File: config.mk
export PLATFORM = sky130hd
export DESIGN_NAME = prescaled_timer
export DESIGN_NICKNAME = d
export VERILOG_FILES = /design/src/rtl/ptmr_pkg.sv /design/src/rtl/ptmr_bus_dec.sv /design/src/rtl/ptmr_cfg.sv /design/src/rtl/ptmr_core.sv /design/src/rtl/prescaled_timer.sv
export SDC_FILE = /design/constraint.sdc
export NUM_CORES = 1
export LEC_CHECK = 0
export ABC_AREA = 1
export ABC_CLOCK_PERIOD_IN_PS = 2600
export BUFFER_PORTS_ARGS = -buffer_cell sky130_fd_sc_hd__buf_2
export CAP_MARGIN = 40
export CORE_AREA = 2 2 115 117
export CTS_CLUSTER_SIZE = 40
export DETAILED_ROUTE_END_ITERATION = 10
export DIE_AREA = 0 0 117 119
export PLACE_DENSITY_LB_ADDON = 0.15
export SETUP_SLACK_MARGIN = 0.02
export SLEW_MARGIN = 10
export SYNTH_ARGS = -nofsm -noshare
export SYNTH_HDL_FRONTEND = slang
export SYNTH_SLANG_ARGS = --single-unit
File: constraint.sdc
create_clock -name clk -period 2.6 [get_ports clk]
set_clock_uncertainty 0.15 [all_clocks]
set_input_delay 0.52 -clock clk [delete_from_list [all_inputs] [get_ports clk]]
set_output_delay 0.52 -clock clk [all_outputs]
set_load 0.03 [all_outputs]
File: src/rtl/ptmr_pkg.sv
package ptmr_pkg;

  localparam int unsigned PTMR_W    = 32;
  localparam int unsigned REG_OFS_W = 2;

  typedef enum logic [REG_OFS_W-1:0] {
    REG_CTRL   = 2'd0,
    REG_STATUS = 2'd1,
    REG_PSC    = 2'd2,
    REG_COUNT  = 2'd3
  } ptmr_reg_e;

  localparam int unsigned CTRL_START_BIT = 0;
  localparam int unsigned CTRL_STOP_BIT  = 1;

  // A prescale period has elapsed when the counter sits on the limit.
  function automatic logic ptmr_tick(input logic [PTMR_W-1:0] pre,
                                     input logic [PTMR_W-1:0] limit);
    return pre == limit;
  endfunction

  function automatic logic [PTMR_W-1:0] ptmr_pre_next(input logic [PTMR_W-1:0] pre,
                                                      input logic [PTMR_W-1:0] limit);
    return ptmr_tick(pre, limit) ? '0 : pre + 1'b1;
  endfunction

  function automatic logic [PTMR_W-1:0] ptmr_count_dec(input logic [PTMR_W-1:0] cnt);
    return cnt - 1'b1;
  endfunction

endpackage

File: src/rtl/ptmr_bus_dec.sv
module ptmr_bus_dec
  import ptmr_pkg::*;
#(
  parameter int unsigned ADDR_W = 4
) (
  input  logic              cs,
  input  logic              we,
  input  logic [ADDR_W-1:0] addr,
  output logic              hit,
  output ptmr_reg_e         sel,
  output logic              wr_ctrl,
  output logic              wr_psc,
  output logic              wr_cnt,
  output logic              rd_en
);

  localparam int unsigned HI_W = ADDR_W - REG_OFS_W;

  generate
    if (HI_W > 0) begin : g_hi
      assign hit = (addr[ADDR_W-1:REG_OFS_W] == '0);
    end else begin : g_nohi
      assign hit = 1'b1;
    end
  endgenerate

  assign sel     = ptmr_reg_e'(addr[REG_OFS_W-1:0]);
  assign wr_ctrl = cs && we && hit && (sel == REG_CTRL);
  assign wr_psc  = cs && we && hit && (sel == REG_PSC);
  assign wr_cnt  = cs && we && hit && (sel == REG_COUNT);
  assign rd_en   = cs && !we && hit;

endmodule

File: src/rtl/ptmr_cfg.sv
module ptmr_cfg
  import ptmr_pkg::*;
(
  input  logic              clk,
  input  logic              rst_n,
  input  logic              wr_psc,
  input  logic [PTMR_W-1:0] wdata,
  input  logic              running,
  output logic [PTMR_W-1:0] psc
);

  logic psc_load_w;
  assign psc_load_w = wr_psc && !running;

  always_ff @(posedge clk or negedge rst_n) begin
    if (!rst_n) begin
      psc <= '0;
    end else if (psc_load_w) begin
      psc <= wdata;
    end
  end

  AST_PSC_FROZEN: assert property (@(posedge clk) disable iff (!rst_n)
    running |=> $stable(psc));

endmodule

File: src/rtl/ptmr_core.sv
module ptmr_core
  import ptmr_pkg::*;
(
  input  logic              clk,
  input  logic              rst_n,
  input  logic              start_req,
  input  logic              stop_req,
  input  logic              load_cnt,
  input  logic [PTMR_W-1:0] load_val,
  input  logic [PTMR_W-1:0] psc,
  output logic              running,
  output logic [PTMR_W-1:0] count
);

  logic [PTMR_W-1:0] pre_q;
  logic              tick_w;
  logic              expire_w;
  logic              stop_acc_w;
  logic              start_acc_w;

  assign expire_w    = running && (count == '0);
  assign tick_w      = running && (count != '0) && ptmr_tick(pre_q, psc);
  assign stop_acc_w  = running && stop_req;
  assign start_acc_w = !running && start_req;

  always_ff @(posedge clk or negedge rst_n) begin
    if (!rst_n) begin
      running <= 1'b0;
      pre_q   <= '0;
      count   <= '0;
    end else if (running) begin
      if (stop_acc_w || expire_w) begin
        running <= 1'b0;
      end else begin
        pre_q <= ptmr_pre_next(pre_q, psc);
        if (tick_w) count <= ptmr_count_dec(count);
      end
    end else begin
      if (load_cnt) count <= load_val;
      if (start_acc_w) begin
        running <= 1'b1;
        pre_q   <= '0;
      end
    end
  end

  AST_PRE_BOUND: assert property (@(posedge clk) disable iff (!rst_n)
    running |-> (pre_q <= psc));
  AST_HOLD_NO_TICK: assert property (@(posedge clk) disable iff (!rst_n)
    (running && !tick_w) |=> $stable(count));
  AST_STOP_TAKES: assert property (@(posedge clk) disable iff (!rst_n)
    stop_acc_w |=> !running);
  AST_STOP_KEEPS: assert property (@(posedge clk) disable iff (!rst_n)
    stop_acc_w |=> $stable(count));
  AST_AUTO_IDLE: assert property (@(posedge clk) disable iff (!rst_n)
    expire_w |=> (!running && count == '0));
  AST_CNT_WR_BLOCKED: assert property (@(posedge clk) disable iff (!rst_n)
    (running && load_cnt) |=> (count == $past(count) || count == $past(count) - 1'b1));
  AST_START_IDLE: assert property (@(posedge clk) disable iff (!rst_n)
    $rose(running) |-> $past(start_req));

endmodule

File: src/rtl/prescaled_timer.sv
module prescaled_timer
  import ptmr_pkg::*;
#(
  parameter int unsigned ADDR_W = 4
) (
  input  logic              clk,
  input  logic              rst_n,
  input  logic              cs,
  input  logic              we,
  input  logic [ADDR_W-1:0] addr,
  input  logic [PTMR_W-1:0] wdata,
  output logic [PTMR_W-1:0] rdata
);

  logic              hit;
  ptmr_reg_e         sel;
  logic              wr_ctrl;
  logic              wr_psc;
  logic              wr_cnt;
  logic              rd_en;
  logic              running;
  logic [PTMR_W-1:0] psc;
  logic [PTMR_W-1:0] count;
  logic              start_req;
  logic              stop_req;

  ptmr_bus_dec #(.ADDR_W(ADDR_W)) dec_i (
    .cs      (cs),
    .we      (we),
    .addr    (addr),
    .hit     (hit),
    .sel     (sel),
    .wr_ctrl (wr_ctrl),
    .wr_psc  (wr_psc),
    .wr_cnt  (wr_cnt),
    .rd_en   (rd_en)
  );

  assign start_req = wr_ctrl && wdata[CTRL_START_BIT];
  assign stop_req  = wr_ctrl && wdata[CTRL_STOP_BIT];

  ptmr_cfg cfg_i (
    .clk     (clk),
    .rst_n   (rst_n),
    .wr_psc  (wr_psc),
    .wdata   (wdata),
    .running (running),
    .psc     (psc)
  );

  ptmr_core core_i (
    .clk       (clk),
    .rst_n     (rst_n),
    .start_req (start_req),
    .stop_req  (stop_req),
    .load_cnt  (wr_cnt),
    .load_val  (wdata),
    .psc       (psc),
    .running   (running),
    .count     (count)
  );

  always_comb begin
    rdata = '0;
    if (rd_en && hit) begin
      unique case (sel)
        REG_STATUS: rdata = {{(PTMR_W-1){1'b0}}, running};
        REG_PSC:    rdata = psc;
        REG_COUNT:  rdata = count;
        default:    rdata = '0;
      endcase
    end
  end

endmodule

# Word-level counts from Yosys, hierarchy flattened
# Cells that the tools add are included.
# W data, S select, Z words.
[classes]
add_sub_neg = 2
n_mul = 0
div = 0
magnitude_cmp = 0
eq_ne = 6
shift = 0
muxes = 13
bitwise = 0
n_reduce_logical = 27
[op_table]
columns = ["operator", "n"]
rows = [
  ["$mux W32", 9],
  ["$pmux W32 S3", 1],
  ["$add A32 B1 Y32 const B", 1],
  ["$eq A32 B32 Y1", 1],
  ["$logic_not A32 Y1", 1],
  ["$reduce_bool A32 Y1", 1],
  ["$sub A32 B1 Y32 const B", 1],
  ["$logic_and A1 B1 Y1", 16],
  ["$eq A2 B2 Y1 const B", 2],
  ["$logic_not A2 Y1", 2],
  ["$ne A2 B2 Y1 const B", 2],
  ["$reduce_bool A2 Y1", 2],
  ["$mux W1", 3],
  ["$reduce_and A3 Y1", 1],
  ["$eq A2 B1 Y1 const B", 1],
  ["$logic_not A1 Y1", 2],
  ["$reduce_and A2 Y1", 1],
  ["$logic_or A1 B1 Y1", 1],
]
[totals]
reg_bits = 97
latch_bits = 0
ramBits = 0
mem_bits_ro = 0
inputBits = 40
out_inout_bits = 32
wordCells = 52
n_memories = 0

# Longest topological paths before layout
[logic_depth]
depth_word = 8
depth_mapped = 14
mapped_depth_nobuf = 13

# Modules after synthesis
# From an unflattened synthesis, not the netlist that was laid out.
[hier_totals]
cells_unflattened = 1178
hier_area_um2 = 7395.8
[modules_own_cells]
columns = ["mod", "instances", "cells_per_inst", "area_per_inst_um2", "seq_area_each_um2"]
rows = [
  ["ptmr_core", 1, 904, 5371.4, 1626.6],
  ["ptmr_cfg", 1, 140, 1370.1, 800.8],
  ["prescaled_timer", 1, 119, 583.1, 0.0],
  ["ptmr_bus_dec", 1, 15, 71.3, 0.0],
]

# Worst setup path after synthesis
# No wires, ideal clock.
[synth_path]
path_kind = "input port to output port"
startpoint = "input port addr[3]"
endpoint = "output port rdata[10]"
arrival_time_ns = 1.579
required_time_ns = 1.930
slack_ns = 0.351
cell_stages = 4
n_path_buf = 1
cell_sequence = "nor4_1 clkbuf_1 nand2_1 inv_1"
[synth_between]
elab_chain_cells = 4
[synth_rtl]
columns = ["item", "line", "source"]
rows = [
  ["start, declared", "prescaled_timer.sv:10", "input logic [ADDR_W-1:0] addr,"],
  ["$logic_not A2 Y1 *", "ptmr_bus_dec.sv:21", "assign hit = (addr[ADDR_W-1:REG_OFS_W] == '0);"],
  ["$logic_and A1 B1 Y1", "ptmr_bus_dec.sv:31", "assign rd_en = cs && !we && hit;"],
  ["$logic_and A1 B1 Y1 *", "prescaled_timer.sv:65", "if (rd_en && hit) begin"],
  ["$mux W32 *", "prescaled_timer.sv:65", ""],
  ["end, declared", "prescaled_timer.sv:12", "output logic [PTMR_W-1:0] rdata"],
]
# Every way passes the cells marked *; elsewhere a longest branch is shown, timed or not.

# Final worst setup path
[layout_path]
startpoint = "register core_i.pre_q[0]"
endpoint = "register core_i.count[0]"
[layout_between]
elab_chain_cells = 4
[layout_rtl]
columns = ["item", "line", "source"]
rows = [
  ["start, declared", "ptmr_core.sv:15", "logic [PTMR_W-1:0] pre_q;"],
  ["start signal, assigned", "ptmr_core.sv:35", "pre_q <= ptmr_pre_next(pre_q, psc);"],
  ["$eq A32 B32 Y1", "ptmr_pkg.sv:19", "return pre == limit;"],
  ["$logic_and A1 B1 Y1", "ptmr_core.sv:22", "assign tick_w = running && (count != '0) && ptmr_tick(pre_q, psc);"],
  ["$ne A2 B2 Y1 (no source line)", "n/a", ""],
  ["$reduce_and A3 Y1 (no source line)", "n/a", ""],
  ["end signal, assigned", "ptmr_core.sv:36", "if (tick_w) count <= ptmr_count_dec(count);"],
  ["end signal, assigned", "ptmr_core.sv:39", "if (load_cnt) count <= load_val;"],
  ["end, declared", "ptmr_core.sv:12", "output logic [PTMR_W-1:0] count"],
]
# No other way between the ends.
# A chain may end at the register's enable or synchronous reset.

==> Implementation_results.wiki <==
{| class="wikitable"
! Metric !! Value
|-
| Count of boundary I/O pins || 72
|-
| Leading register cell type out of synthesis || sky130_fd_sc_hd__dfrtp_1
|-
| H-tree depth reported by CTS || 3
|-
| Violation count after the first detailed-routing iteration || about 590
|-
| PortBufs || 71
|-
| All-Layer GR Usage || between 30% and 40%
|-
| Average instance area after synthesis || 6.369 sq um
|-
| Actual slew at the worst max-slew pin || 0.6550 ns
|-
| Most used cells in the layout excluding fill and tap cells || sky130_fd_sc_hd__nand2_1, sky130_fd_sc_hd__inv_1, sky130_fd_sc_hd__nor2_1, sky130_fd_sc_hd__dfrtp_1, sky130_fd_sc_hd__nand3_1
|-
| Setup Total Neg Slack || 0 ns
|-
| Share of the cycle needed by the critical path after routing || between 90 and 100%
|-
| Hold violation count in the final report || 0
|-
| Sinks on the clock net || 97
|-
| Internal || approximately 3.4 mW
|-
| Number of distinct library cells after synthesis || 34
|-
| Post-detailed-route wirelength per cell || around 15 microns
|-
| Max Buffers Root-to-Sink || 2
|-
| Area growth syn-to-layout || 12.54%
|-
| P_sw || ~2.5 mW
|-
| Synth async-reset ratio || 100.0%
|-
| F_max || about 0.43 GHz
|-
| Hold path startpoint || wdata[30]
|-
| Synthesized netlist cell count || 1101
|-
| Final setup violation count || 0
|-
| Number of rows created at floorplan || 42
|-
| Proportion of power drawn by flip-flops and latches || 38.3%
|-
| Overall power of the completed layout || 5.947 mW
|-
| Most frequent cell on the critical path || sky130_fd_sc_hd__nand2_1
|-
| Number of max-capacitance violations reported || 0
|-
| Most common library cell in the layout ignoring fill and taps || sky130_fd_sc_hd__nand2_1
|-
| Sw Ratio || 42.43%
|-
| Critical register-to-register path startpoint || core_i.pre_q[0]
|-
| Net count of the finished layout || 1203
|-
| Half-perimeter wire length after placement || 15370 microns
|-
| WHS Endpoint || cfg_i.psc[30]
|-
| Worst endpoint required time || around 2.7 ns
|-
| Global route hottest layer || met2
|-
| GR Layer Usage met3 || 4.275%
|-
| Seq cells post-synth || 97
|-
| Core Footprint || 12870 sq um
|-
| Die Height || 119 microns
|-
| Slew Viols, Final || 0
|-
| Routing usage on met1 || 44.71%
|-
| TritonCTS clock tree || built
|-
| Largest area contributor in the synthesized netlist || sky130_fd_sc_hd__dfrtp_1
|-
| Maximum fanout encountered on the critical timing path || 32
|-
| Synthesized area || 7012 sq um
|-
| Proportion of layout cells with a drive suffix above 1 || around an eighth
|-
| Total routed wirelength || 20410 microns
|-
| Met2 layer usage reported by global route || 45.09%
|-
| Register-to-Register Path Depth || 12
|-
| Detailed Routing Iterations Pass 1 || 6
|-
| Share of synthesized area occupied by flip-flops and latches || 34.62%
|-
| Max VDD drop || 0.0005154 V
|-
| Static leakage || between 4 and 5 nW
|-
| Residual DRC || 0
|-
| Critical setup path kind || reg -> reg
|-
| Worst rel slew slack || between 50 and 60%
|-
| Delay of the slowest critical-path stage || 0.42 ns
|-
| Combinational Power Share || 37.2%
|-
| Global-route wire length before repair || 32200 microns
|-
| Pin count of the biggest net entering global routing || 49
|-
| DIE WIDTH || around 120 microns
|-
| Clock latency at the later pin of the worst-skew pair || 0.36 ns
|-
| Initial antenna violation count || 0
|-
| Remaining global-route overflow || 0
|-
| Routability cong. || 0.9676
|-
| Clock Tree Root || sky130_fd_sc_hd__clkbuf_16
|-
| Type of origin of the critical path || register
|-
| P per Cell Area || 753.7 nW/um^2
|-
| Proportion of power drawn by the clock network || 24.5%
|-
| Data arrival time of the critical path || ~2.4 ns
|-
| Series of cell instances along the critical path || inv_1, nand2_1, nand2_1, nand2_1, nor2_1, nand2_1, nor2_1, nand2_2, nand2_4, nand3_4, nand2_1, nand2_1
|-
| Final cell area excluding filler cells || 7891 sq um
|-
| Total CTS buffers || 9
|-
| Routed via count || 7053
|-
| Placed Instance Area || approximately 7600 sq um
|-
| Starting Density || 54.46%
|-
| Worst Setup End Kind || register
|-
| Run status || completed
|-
| Slowest stage cell, crit path || sky130_fd_sc_hd__dfrtp_1
|-
| Post-route ant nets || 0
|-
| Antenna cell count || 0
|-
| Vias per cell || 5.256
|-
| Worst setup slack for register-to-register paths || 0.25 ns
|-
| Worst hold path stage count || 2
|-
| Clk pin slew, worst setup/hold paths || 0.07 ns
|-
| Minimum clock period after layout || 2.346 ns
|-
| Number of synthesized flops with an enable pin || 0
|-
| Setup repair after global routing missed its margin || false
|-
| Die Area || about 14000 sq um
|-
| Proportion of netlist area held by the largest area contributor || 34.62%
|-
| Capturing point of the worst reg2reg path || core_i.count[0]
|-
| Worst min path class || in -> reg
|-
| Leading cell types by total area after synthesis || sky130_fd_sc_hd__dfrtp_1, sky130_fd_sc_hd__nand2_1, sky130_fd_sc_hd__inv_1
|-
| Synth Net Count || approximately 1100
|-
| Buffer count from post-CTS setup fixing || 0
|-
| Yosys Warn Count || 0
|-
| Via count of the first global-routing pass || 6245
|}
==> power groups by stage <==
| stage | logic, mW | clock network [mW] | registers [mW] |
|---|---|---|---|
| after global routing | 2.49 | 1.54 | 2.33 |
| after CTS | 2.19 | 1.47 | 2.26 |
| after global placement | 2.15 | 0 | 2.28 |
| after floorplan | 1.63 | 0 | 2.18 |
| final | 2.21 | 1.46 | 2.28 |
| after detailed placement | 2.17 | 0 | 2.29 |
==> cell type report <==
cell class | count | area, sq um
clock inverter | 5 | 78.83
tap | 176 | 220.2
clock buffer | 11 | 232.7
sequential | 97 | 2427
fill | 1285 | 4984
timing repair buffer | 89 | 533.0
multi-input combinational | 823 | 3869
inverter | 141 | 530.5
==> stage by stage <==
step / utilization (%) / std cells / setup slack (ns) / hold slack, ns
after CTS: 61.28 / 1342 / 0.2675 / 0.2817
after floorplan: - / 1101 / 0.3508 / 0.07441
after global placement: 58.79 / 1325 / 0.2961 / 0.3066
after global routing: 61.29 / 1342 / 0.03512 / 0.2882
after detailed placement: 58.79 / 1325 / 0.2851 / 0.3092
final: 61.29 / 1342 / 0.2535 / 0.2915
==> cell usage after synthesis (3+ instances only) <==
library cell	n
sky130_fd_sc_hd__nand2_1	425
sky130_fd_sc_hd__inv_1	134
sky130_fd_sc_hd__nor2_1	118
sky130_fd_sc_hd__dfrtp_1	97
sky130_fd_sc_hd__nand3_1	76
sky130_fd_sc_hd__o21ai_0	68
sky130_fd_sc_hd__xnor2_1	29
sky130_fd_sc_hd__xor2_1	21
sky130_fd_sc_hd__clkbuf_1	20
sky130_fd_sc_hd__mux2_2	18
sky130_fd_sc_hd__nand4_1	14
sky130_fd_sc_hd__buf_2	13
sky130_fd_sc_hd__nor3_1	13
sky130_fd_sc_hd__o22ai_1	9
sky130_fd_sc_hd__a31oi_1	7
sky130_fd_sc_hd__inv_2	6
sky130_fd_sc_hd__nor2_2	4
sky130_fd_sc_hd__a21oi_1	3
sky130_fd_sc_hd__a22oi_1	3
sky130_fd_sc_hd__buf_4	3
sky130_fd_sc_hd__nor2_4	3
==> kinds of logic (layout without fill, tap and decap cells) <==
family          Yosys count  count (layout)  share of synthesized area, %
flops                    97              97                         34.62
xor+xnor                 50              50                         6.246
simple gates            662             662                         38.65
mux                      18              18                         2.891
buf+inv                 181             246                         10.30
compound gates           91              91                         6.941
fa+ha+maj                 2               2                        0.3568
==> metal layers <==
layer / part of all wire (%) / vias up
li1: - / 3519
met1: 46 / 3234
met2: 45 / 262
met3: 6.9 / 38
met4: 2.8 / 0
met5: 0 / -
==> state kept, by name (all words and copies together) (netlist names) <==
name / flops
core_i.pre_q: 32
core_i.running: 1
core_i.count: 32
cfg_i.psc: 32
==> how the worst max path moves through the flow <==
stage / startpoint / endpoint / slack, ns
global placement: cfg_i.psc[0] / core_i.count[16] / 0.30
finish: core_i.pre_q[0] / core_i.count[0] / 0.25
global route: core_i.count[0] / core_i.pre_q[15] / 0.04
floorplan: addr[3] / rdata[10] / 0.35
detailed placement: core_i.pre_q[5] / core_i.count[0] / 0.29
CTS: core_i.pre_q[0] / core_i.count[0] / 0.27
==> worst max-delay path, delay by kind of cell (launching register included) <==
family | cells | cell delay (ns)
simple gates | 11 | 1.54
buf+inv | 1 | 0.12
flops | 1 | 0.42
==> timing repair <==
item                                   4_1_cts  5_1_grt
setup endpoints to repair                    0        1
hold buffers                                 1        0
endpoints found under the hold margin       16        0
gates resized for setup                      0        1
(Power assumes the default switching activity.)
